===== config.mk =====
export PLATFORM = sky130hd
export DESIGN_NAME = memctl_cfg_regs
export DESIGN_NICKNAME = d
export VERILOG_FILES = /design/src/rtl/memctl_cfg_pkg.sv /design/src/rtl/memctl_cfg_ctrl.sv /design/src/rtl/memctl_cfg_dpath.sv /design/src/rtl/memctl_cfg_regs.sv
export SDC_FILE = /design/constraint.sdc
export NUM_CORES = 2
export LEC_CHECK = 0
export CORE_ASPECT_RATIO = 0.8
export CORE_MARGIN = 2
export CORE_UTILIZATION = 29
export CTS_CLUSTER_SIZE = 28
export DETAILED_ROUTE_END_ITERATION = 16
export GPL_TIMING_DRIVEN = 0
export PLACE_DENSITY = 0.53
export SLEW_MARGIN = 10
export SYNTH_ARGS = -nofsm -noshare
export SYNTH_HDL_FRONTEND = slang
export SYNTH_SLANG_ARGS = --single-unit

===== constraint.sdc =====
create_clock -name clk -period 2.8 [get_ports clk]
set_input_delay 0.42 -clock clk [delete_from_list [all_inputs] [get_ports clk]]
set_output_delay 0.42 -clock clk [all_outputs]
set_load 0.02 [all_outputs]

===== src/rtl/memctl_cfg_pkg.sv =====
package memctl_cfg_pkg;

  localparam logic [31:0] UNLOCK_KEY = 32'hFC60_0309;

  typedef enum logic { GEN_A = 1'b0, GEN_B = 1'b1 } gen_e;

  // strobes from control to datapath
  typedef struct packed {
    logic wrKey;
    logic wrConf;
    logic wrPlain;
    logic rdHit;
  } ctrl_strobe_t;

  function automatic logic [1:0] sizeCode(gen_e g, int unsigned megs);
    logic [1:0] code;
    if (g == GEN_A) begin
      case (megs)
        64:      code = 2'd0;
        128:     code = 2'd1;
        256:     code = 2'd2;
        512:     code = 2'd3;
        default: code = 2'd2;
      endcase
    end else begin
      case (megs)
        128:     code = 2'd0;
        256:     code = 2'd1;
        512:     code = 2'd2;
        1024:    code = 2'd3;
        default: code = 2'd2;
      endcase
    end
    return code;
  endfunction

  function automatic logic [31:0] roMask(gen_e g);
    logic [31:0] m;
    if (g == GEN_A) m = 32'hFFFF_F800 | 32'h0000_0040 | 32'h0000_000C;
    else            m = 32'hF000_0000 | 32'h0008_0000 | 32'h0007_C000
                      | 32'h0000_0040 | 32'h0000_000C;
    return m;
  endfunction

  function automatic logic [31:0] confReset(gen_e g, logic [1:0] code);
    logic [31:0] v;
    if (g == GEN_A) v = 32'h0000_0040 | {30'd0, code};
    else            v = 32'h1000_0000 | 32'h0000_000C | {30'd0, code};
    return v;
  endfunction

endpackage


===== src/rtl/memctl_cfg_ctrl.sv =====
module memctl_cfg_ctrl
  import memctl_cfg_pkg::*;
#(
  parameter int unsigned ADDR_W    = 12,
  parameter int unsigned NUM_WORDS = 64,
  parameter int unsigned IDX_W     = $clog2(NUM_WORDS)
) (
  input  logic [ADDR_W-1:0] addr,
  input  logic              wrEn,
  input  logic              unlocked,
  output ctrl_strobe_t      strobe,
  output logic [IDX_W-1:0]  wordIdx
);

  localparam int unsigned SLOT_W = ADDR_W - 2;
  localparam logic [SLOT_W-1:0] SLOT_LIMIT = SLOT_W'(NUM_WORDS);
  localparam logic [SLOT_W-1:0] SLOT_KEY   = '0;
  localparam logic [SLOT_W-1:0] SLOT_CONF  = SLOT_W'(1);

  logic [SLOT_W-1:0] slot;
  logic              aligned;
  logic              inRange;
  logic              hit;

  assign slot    = addr[ADDR_W-1:2];
  assign aligned = (addr[1:0] == 2'b00);
  assign inRange = (slot < SLOT_LIMIT);
  assign hit     = aligned && inRange;
  assign wordIdx = slot[IDX_W-1:0];

  always_comb begin
    strobe         = '0;
    strobe.rdHit   = hit;
    strobe.wrKey   = wrEn && hit && (slot == SLOT_KEY);
    strobe.wrConf  = wrEn && hit && unlocked && (slot == SLOT_CONF);
    strobe.wrPlain = wrEn && hit && unlocked && (slot > SLOT_CONF);
  end

endmodule


===== src/rtl/memctl_cfg_dpath.sv =====
module memctl_cfg_dpath
  import memctl_cfg_pkg::*;
#(
  parameter gen_e        GEN       = GEN_A,
  parameter int unsigned RAM_MB    = 256,
  parameter int unsigned NUM_WORDS = 64,
  parameter int unsigned IDX_W     = $clog2(NUM_WORDS)
) (
  input  logic             clk,
  input  logic             rstN,
  input  ctrl_strobe_t     strobe,
  input  logic [IDX_W-1:0] wordIdx,
  input  logic [31:0]      wrData,
  output logic [31:0]      rdData,
  output logic             unlocked,
  output logic [31:0]      keyWord,
  output logic [31:0]      confWord
);

  localparam logic [1:0]  SIZE_CODE = sizeCode(GEN, RAM_MB);
  localparam logic [31:0] RO_MASK   = roMask(GEN);
  localparam logic [31:0] CONF_RST  = confReset(GEN, SIZE_CODE);

  logic [NUM_WORDS-1:0][31:0] wordBus;

  for (genvar w = 0; w < NUM_WORDS; w++) begin : gWord
    logic [31:0] q;
    if (w == 0) begin : gKey
      always_ff @(posedge clk or negedge rstN) begin
        if (!rstN)             q <= '0;
        else if (strobe.wrKey) q <= wrData;
      end
    end else if (w == 1) begin : gConf
      always_ff @(posedge clk or negedge rstN) begin
        if (!rstN)              q <= CONF_RST;
        else if (strobe.wrConf) q <= (q & RO_MASK) | (wrData & ~RO_MASK);
      end
    end else begin : gPlain
      always_ff @(posedge clk or negedge rstN) begin
        if (!rstN) q <= '0;
        else if (strobe.wrPlain && (wordIdx == IDX_W'(w))) q <= wrData;
      end
    end
    assign wordBus[w] = q;
  end

  assign rdData   = strobe.rdHit ? wordBus[wordIdx] : '0;
  assign keyWord  = wordBus[0];
  assign confWord = wordBus[1];
  assign unlocked = (wordBus[0] == UNLOCK_KEY);

endmodule


===== src/rtl/memctl_cfg_regs.sv =====
module memctl_cfg_regs
  import memctl_cfg_pkg::*;
#(
  parameter gen_e        GEN       = GEN_A,
  parameter int unsigned RAM_MB    = 256,
  parameter int unsigned NUM_WORDS = 64,
  parameter int unsigned ADDR_W    = 12
) (
  input  logic              clk,
  input  logic              rstN,
  input  logic [ADDR_W-1:0] addr,
  input  logic              wrEn,
  input  logic [31:0]       wrData,
  output logic [31:0]       rdData,
  output logic              locked
);

  localparam int unsigned IDX_W = $clog2(NUM_WORDS);

  ctrl_strobe_t     strobe;
  logic [IDX_W-1:0] wordIdx;
  logic             unlocked;
  logic [31:0]      keyWord;
  logic [31:0]      confWord;

  memctl_cfg_ctrl #(
    .ADDR_W(ADDR_W), .NUM_WORDS(NUM_WORDS), .IDX_W(IDX_W)
  ) uCtrl (
    .addr(addr), .wrEn(wrEn), .unlocked(unlocked),
    .strobe(strobe), .wordIdx(wordIdx)
  );

  memctl_cfg_dpath #(
    .GEN(GEN), .RAM_MB(RAM_MB), .NUM_WORDS(NUM_WORDS), .IDX_W(IDX_W)
  ) uDpath (
    .clk(clk), .rstN(rstN), .strobe(strobe), .wordIdx(wordIdx),
    .wrData(wrData), .rdData(rdData), .unlocked(unlocked),
    .keyWord(keyWord), .confWord(confWord)
  );

  assign locked = ~unlocked;

endmodule


* Word level (Yosys, flattened, before mapping)
Index checks and enable logic that the tools add are counted.
** Storage, ports and cells
- Logic and storage cells :: 206
- Register bits :: 2048
** Operators by class
- Magnitude comparators :: 3
- Bitwise logic cells :: 2
- Mux-type cells :: 3
- Reduce and logical (&&, ||, !) cells :: 70
- Eq/ne operators :: 64
** Operators with widths (number)
- 32-bit binary-select mux with 6-bit select :: 1
- 6-bit equality test, second input constant :: 32
- 6-bit by 5-bit equality test with 1-bit output, second input constant :: 16
- 1-bit logical AND :: 68
- 32-bit 2-to-1 mux :: 2
- 6-bit by 4-bit equality test with 1-bit output, second input constant :: 8
- 32-bit equality test, second input constant :: 1
- 32-bit by 11-bit bitwise OR with 32-bit output :: 1
- 6-bit by 3-bit equality test with 1-bit output, second input constant :: 4
- 6-bit by 2-bit equality test with 1-bit output, second input constant :: 2
- 10-bit by 1-bit equality test with 1-bit output, second input constant :: 1
- 10-bit by 1-bit > comparator with 1-bit output, second input constant :: 1
- 10-bit zero test :: 1
- 10-bit by 7-bit < comparator with 1-bit output, second input constant :: 1
- 6-bit by 7-bit < comparator with 1-bit output, second input constant :: 1
- 2-bit zero test :: 1
- 1-bit inverter :: 1

* Logic depth before layout (Yosys ltp)
- Depth after elaboration :: 6
- Gate-level depth with buffers :: 11

* Hierarchy
A second synthesis with hierarchy kept.
** Second synthesis, totals
- Cell total of the unflattened synthesis :: 6138
- Area, all modules :: 92732.7 um^2
** Modules (own cells, without submodules)
- memctl_cfg_dpath :: cells an instance 6118, sequential area each 50649.8 um^2, area each 92577.5 um^2, instances 1
- memctl_cfg_ctrl :: cells an instance 19, sequential area each 0.0 um^2, area each 151.4 um^2, instances 1
- memctl_cfg_regs :: cells an instance 1, sequential area each 0.0 um^2, area each 3.8 um^2, instances 1

* Worst setup path after synthesis
Ideal clock, no wire load.
- Kind :: input port to output port
- From :: in addr[4]
- To :: out rdData[18]
- Stages on the path :: 8
- Data required time :: 2380 ps
- Setup slack :: -469 ps
- Buffers on the path :: 5
- Arrival :: 2849 ps
- Cells stage by stage :: buf_2 -> buf_2 -> clkbuf_1 -> buf_1 -> nand2b_1 -> clkbuf_1 -> o22ai_1 -> o41ai_1
** On the way
- Cells in the longest elaborated chain, start to end :: 3
- Elaborated cells between the ends (all ways) :: 5
- Those cells by class :: order compare (1); mux (3); reduce/logical (1)
** RTL lines
- start: declaration :: line memctl_cfg_regs.sv:11 : input logic [ADDR_W-1:0] addr,
- 32-bit binary-select mux with 6-bit select or 10-bit by 7-bit < comparator with 1-bit output (tied branches) :: line memctl_cfg_dpath.sv:47, memctl_cfg_ctrl.sv:27
- 32-bit 2-to-1 mux (implied by the code) or 1-bit logical AND (tied branches) :: line memctl_cfg_dpath.sv:47, memctl_cfg_ctrl.sv:28
- 32-bit 2-to-1 mux * :: line memctl_cfg_dpath.sv:47 : assign rdData = strobe.rdHit ? wordBus[wordIdx] : '0;
- end: declaration :: line memctl_cfg_regs.sv:14 : output logic [31:0] rdData,
Every way passes the cells marked *; elsewhere a longest branch is shown, timed or not. The select of a mux whose other input is x is not followed.

* Final worst setup path
- From :: reg uDpath.gWord[11].q[28]
- To :: out rdData[28]
** On the way
- Cells in the longest elaborated chain, start to end :: 3
** RTL lines
- start: declaration :: line memctl_cfg_dpath.sv:27 : logic [31:0] q;
- start signal: assignment :: line memctl_cfg_dpath.sv:41 : else if (strobe.wrPlain && (wordIdx == IDX_W'(w))) q <= wrData;
- 32-bit binary-select mux with 6-bit select :: line memctl_cfg_dpath.sv:47
- 32-bit 2-to-1 mux (implied by the code) :: line memctl_cfg_dpath.sv:47
- 32-bit 2-to-1 mux :: line memctl_cfg_dpath.sv:47
No other way between the ends. The select of a mux whose other input is x is not followed.

==> parameters.txt <==
Parameter                              Value

Power and ir drop
  Peak VDD IR    0.000512 V
  Power after layout    64.0 mW
  Leakage power total    54.0 nW
  Power density over cell area    562 nW/um^2

Place
  Final weighted congestion in routability-driven placement    0.982
  # port buffers    46
  Dpl cell area    99800 sq um
  Total instance count after detailed placement    10300
  Detail Placement HPWL    267000 um
  Pre-CTS setup slack    -4.40 ns

Synthesis
  Net count of the mapped netlist    6034
  Ys async rst share    100%
  Ranking of synthesized cells by area    dfrtp_1 54%, mux2_2 23%, mux4_2 10%, mux2i_1 1.9%, mux2_1 1.5%
  Netlist Area Pre-Place    93300 sq um
  Synthesized instance count    5987
  Number of distinct library cells after synthesis    63
  Primary flip-flop cell chosen by synthesis mapping    dfrtp_1
  Sequential area share after synthesis    54.3%
  Number of storage elements in the synthesis netlist    2024
  Most frequent cell after synthesis    dfrtp_1
  Yosys warnings    0
  Post-synth top area cell    dfrtp_1
  Most instantiated cells after synthesis    2023 x dfrtp_1, 1868 x mux2_2, 424 x mux4_2
  Fraction of synthesized cell area taken by the top area cell type    54.3%
  Number of synthesized flops with an enable pin    0
  Synthesized area divided by synthesized cell count    15.6 sq um

Critical path
  Slowest cell delay on critical path    0.62 ns
  Cell family with the largest share of critical-path delay    multiplexers
  Register-to-Register Setup Slack    -0.70 ns
  Endpoint of the lowest-slack register-to-register path    uDpath.gWord[37].q[5]
  Timing startpoint of the critical path    uDpath.gWord[11].q[28]
  Cell occurring most often along the worst timing path    mux4_2
  Top fanout value on the critical path    2
  Worst Reg2Reg Path Length in Cells    9
  WS Path Type    reg -> out
  Cell count along the critical path    5
  Series of cell instances along the critical path    mux4_2 -> mux4_2 -> o211ai_1 -> nand2_2 -> buf_6
  Crit path arrival time    3.54 ns
  Master of the slowest instance on the critical path    o211ai_1
  Worst setup endpoint    rdData[28]
  WP data required    2.38 ns
  Crit. End Element    primary output
  Critical Path Start Type    flip-flop
  Reg-to-reg critical path startpoint    uDpath.keyWord[25]
  Count of buffer and inverter cells on the critical path    1

Floorplan
  Core box area    320000 sq um
  Starting density of the core    29.1%
  Floorplan die height    511 um
  Site Rows    186
  Overall die area    326000 sq um
  Die X-Extent    638 um
  Number of top-level pins    80

Clock network
  Clock-pin slew reported for the worst setup and hold paths after clock tree synthesis    0.06 ns
  Clock sinks    2024
  CTS Root Cell    clkbuf_16
  Maximum level of the CTS H-tree    4
  Clock insertion delay at the later pin of the skew report    0.90 ns
  Clock tree from TritonCTS    built
  Inserted Clock Buffers    220
  Buffer levels on the longest clock path    3

Global route
  Global-route wire length before repair    506000 um
  Most utilized layer in the global route result    met1
  Fraction of met1 tracks used by global routing    31.7%
  Via count of the first global-routing pass    59700
  Largest net degree at the start of global routing    172
  Initial antenna violation count    31
  GR met3 Demand/Resource    8.25%
  Grt ovf    0
  Overall global routing resource usage    22.3%
  Met2 Use GR    31.0%

Worst hold path
  Tightest Hold Check Type    in -> async

Layout
  Post-route core utilization    35.5%
  Register area    50600 sq um
  Number of nets in the layout    6495
  Filler cells    30200
  Final Instance Area    114000 sq um
  Layout area overhead    22.1%
  Multi-input gate area in the final layout    41300 sq um
  Layout Cells excl Fill    10900
  Share of final-layout standard cells stronger than drive strength 1    53.9%

Routing
  Vias per cell    5.43
  Routed wire length per instance    34.0 um
  1st-pass router iterations    6
  Count of routing violations after the opening detailed-route iteration    6306
  Via total after detailed routing    59200
  Number of DRC violations after detailed routing    0
  Post-detailed-route count of antenna-violating nets    0
  Wirelength, routed    371000 um

Outcome
  Failing checks    setup timing
  Run status    finished with violations

Timing
  Transition at the pin with the smallest max-transition slack    1.42 ns
  Worst clock skew on the final layout    0.0612 ns
  Maximum clock rate    0.253 GHz
  Final cycle utilization of the critical path    141%
  Final Max Slew Viols    0
  Shortest clock period the worst path allows after layout    3.96 ns
  Rel. slew slack    4.46%
  Number of setup violations in the final report    2028
  Setup Total Neg Slack    -912.82 ns
  Minimum hold slack    0.279 ns
  Final critical-path setup slack    -1.16 ns
  Unrepaired setup endpoints after global routing    true
  Final hold violation count    0

Flow run
  Max Cap Violations    0
## worst min-delay path: cells and delay by family
| family | cells | cell delay (ns) |
|---|---|---|
| buffers and inverters | 3 | 1.12 |
## worst min path at each step
stage	start	endpoint	slack, ns	depth (start not counted)
3_3_place_gp	uDpath.gWord[41].q[29]	uDpath.gWord[41].q[29]	0.46	1
3_5_place_dp	rstN	uDpath.gWord[35].q[5]	0.39	1
4_1_cts	wrData[2]	uDpath.gWord[48].q[2]	0.25	2
2_1_floorplan	rstN	uDpath.confWord[0]	0.12	0
6_report	rstN	uDpath.gWord[35].q[5]	0.28	3
5_1_grt	rstN	uDpath.gWord[35].q[5]	0.31	3
## final cells by class
cell class	count	share of cell area, %
Tap cell	4230	4.65
Sequential cell	2024	44.5
Antenna cell	27	0.0593
Multi-Input combinational cell	3317	36.2
Buffer	640	5.14
Timing Repair Buffer	243	2.91
Clock buffer	333	5.59
Clock inverter	72	0.931
Inverter	2	0.00769
## kinds of logic after synthesis
kind of cell | Yosys count | share of synthesized area (%)
mux | 2651 | 37.1
flops | 2024 | 54.3
buf+inv | 646 | 3.59
compound gates | 372 | 2.95
simple gates | 294 | 2.05
## where the power goes
| group | switching [mW] | internal [mW] |
|---|---|---|
| combinational | 3.27 | 1.17 |
| clock | 12.8 | 17.4 |
| sequential | 0.000181 | 29.3 |
## flip-flops by register name, indices dropped and copies added (netlist names)
signal and count:
uDpath.confWord 8, uDpath.gWord.q 1984, uDpath.keyWord 32
## repair_timing
item | 4_1_cts | 5_1_grt
gates resized for setup | 1070 | 187
gates cloned | 9 | 14
setup buffers | 117 | 39
pin swaps | 99 | 41
hold buffers | 2 | 0
endpoints found under the setup margin | 2057 | 2234
hold endpoints to repair | 87 | 0
## routing by layer
metal	routed length, um	share of wire, %	vias up
met5	114	0.031	-
met4	13600	3.7	8
met3	39600	11	565
met2	153000	41	2449
met1	164000	44	32800
li1	-	-	23300
## layout by cell type (no fill, tap or decap), types with 23 or more instances in the layout
cell type / instances
nand2_1: 66
nor2_1: 33
a22oi_1: 56
mux2_2: 1808
clkbuf_16: 243
mux2_4: 120
mux2_1: 123
nor2b_1: 35
clkinv_2: 34
dfrtp_1: 2023
clkbuf_8: 66
mux2i_1: 168
a221oi_2: 23
nor3_4: 34
buf_6: 118
mux4_2: 424
diode_2: 27
a22oi_2: 26
buf_12: 97
buf_1: 39
a21oi_1: 40
buf_2: 50
buf_4: 194
buf_16: 59
clkbuf_1: 276
clkbuf_2: 26
Note: power is estimated with default switching activity, not from simulation.
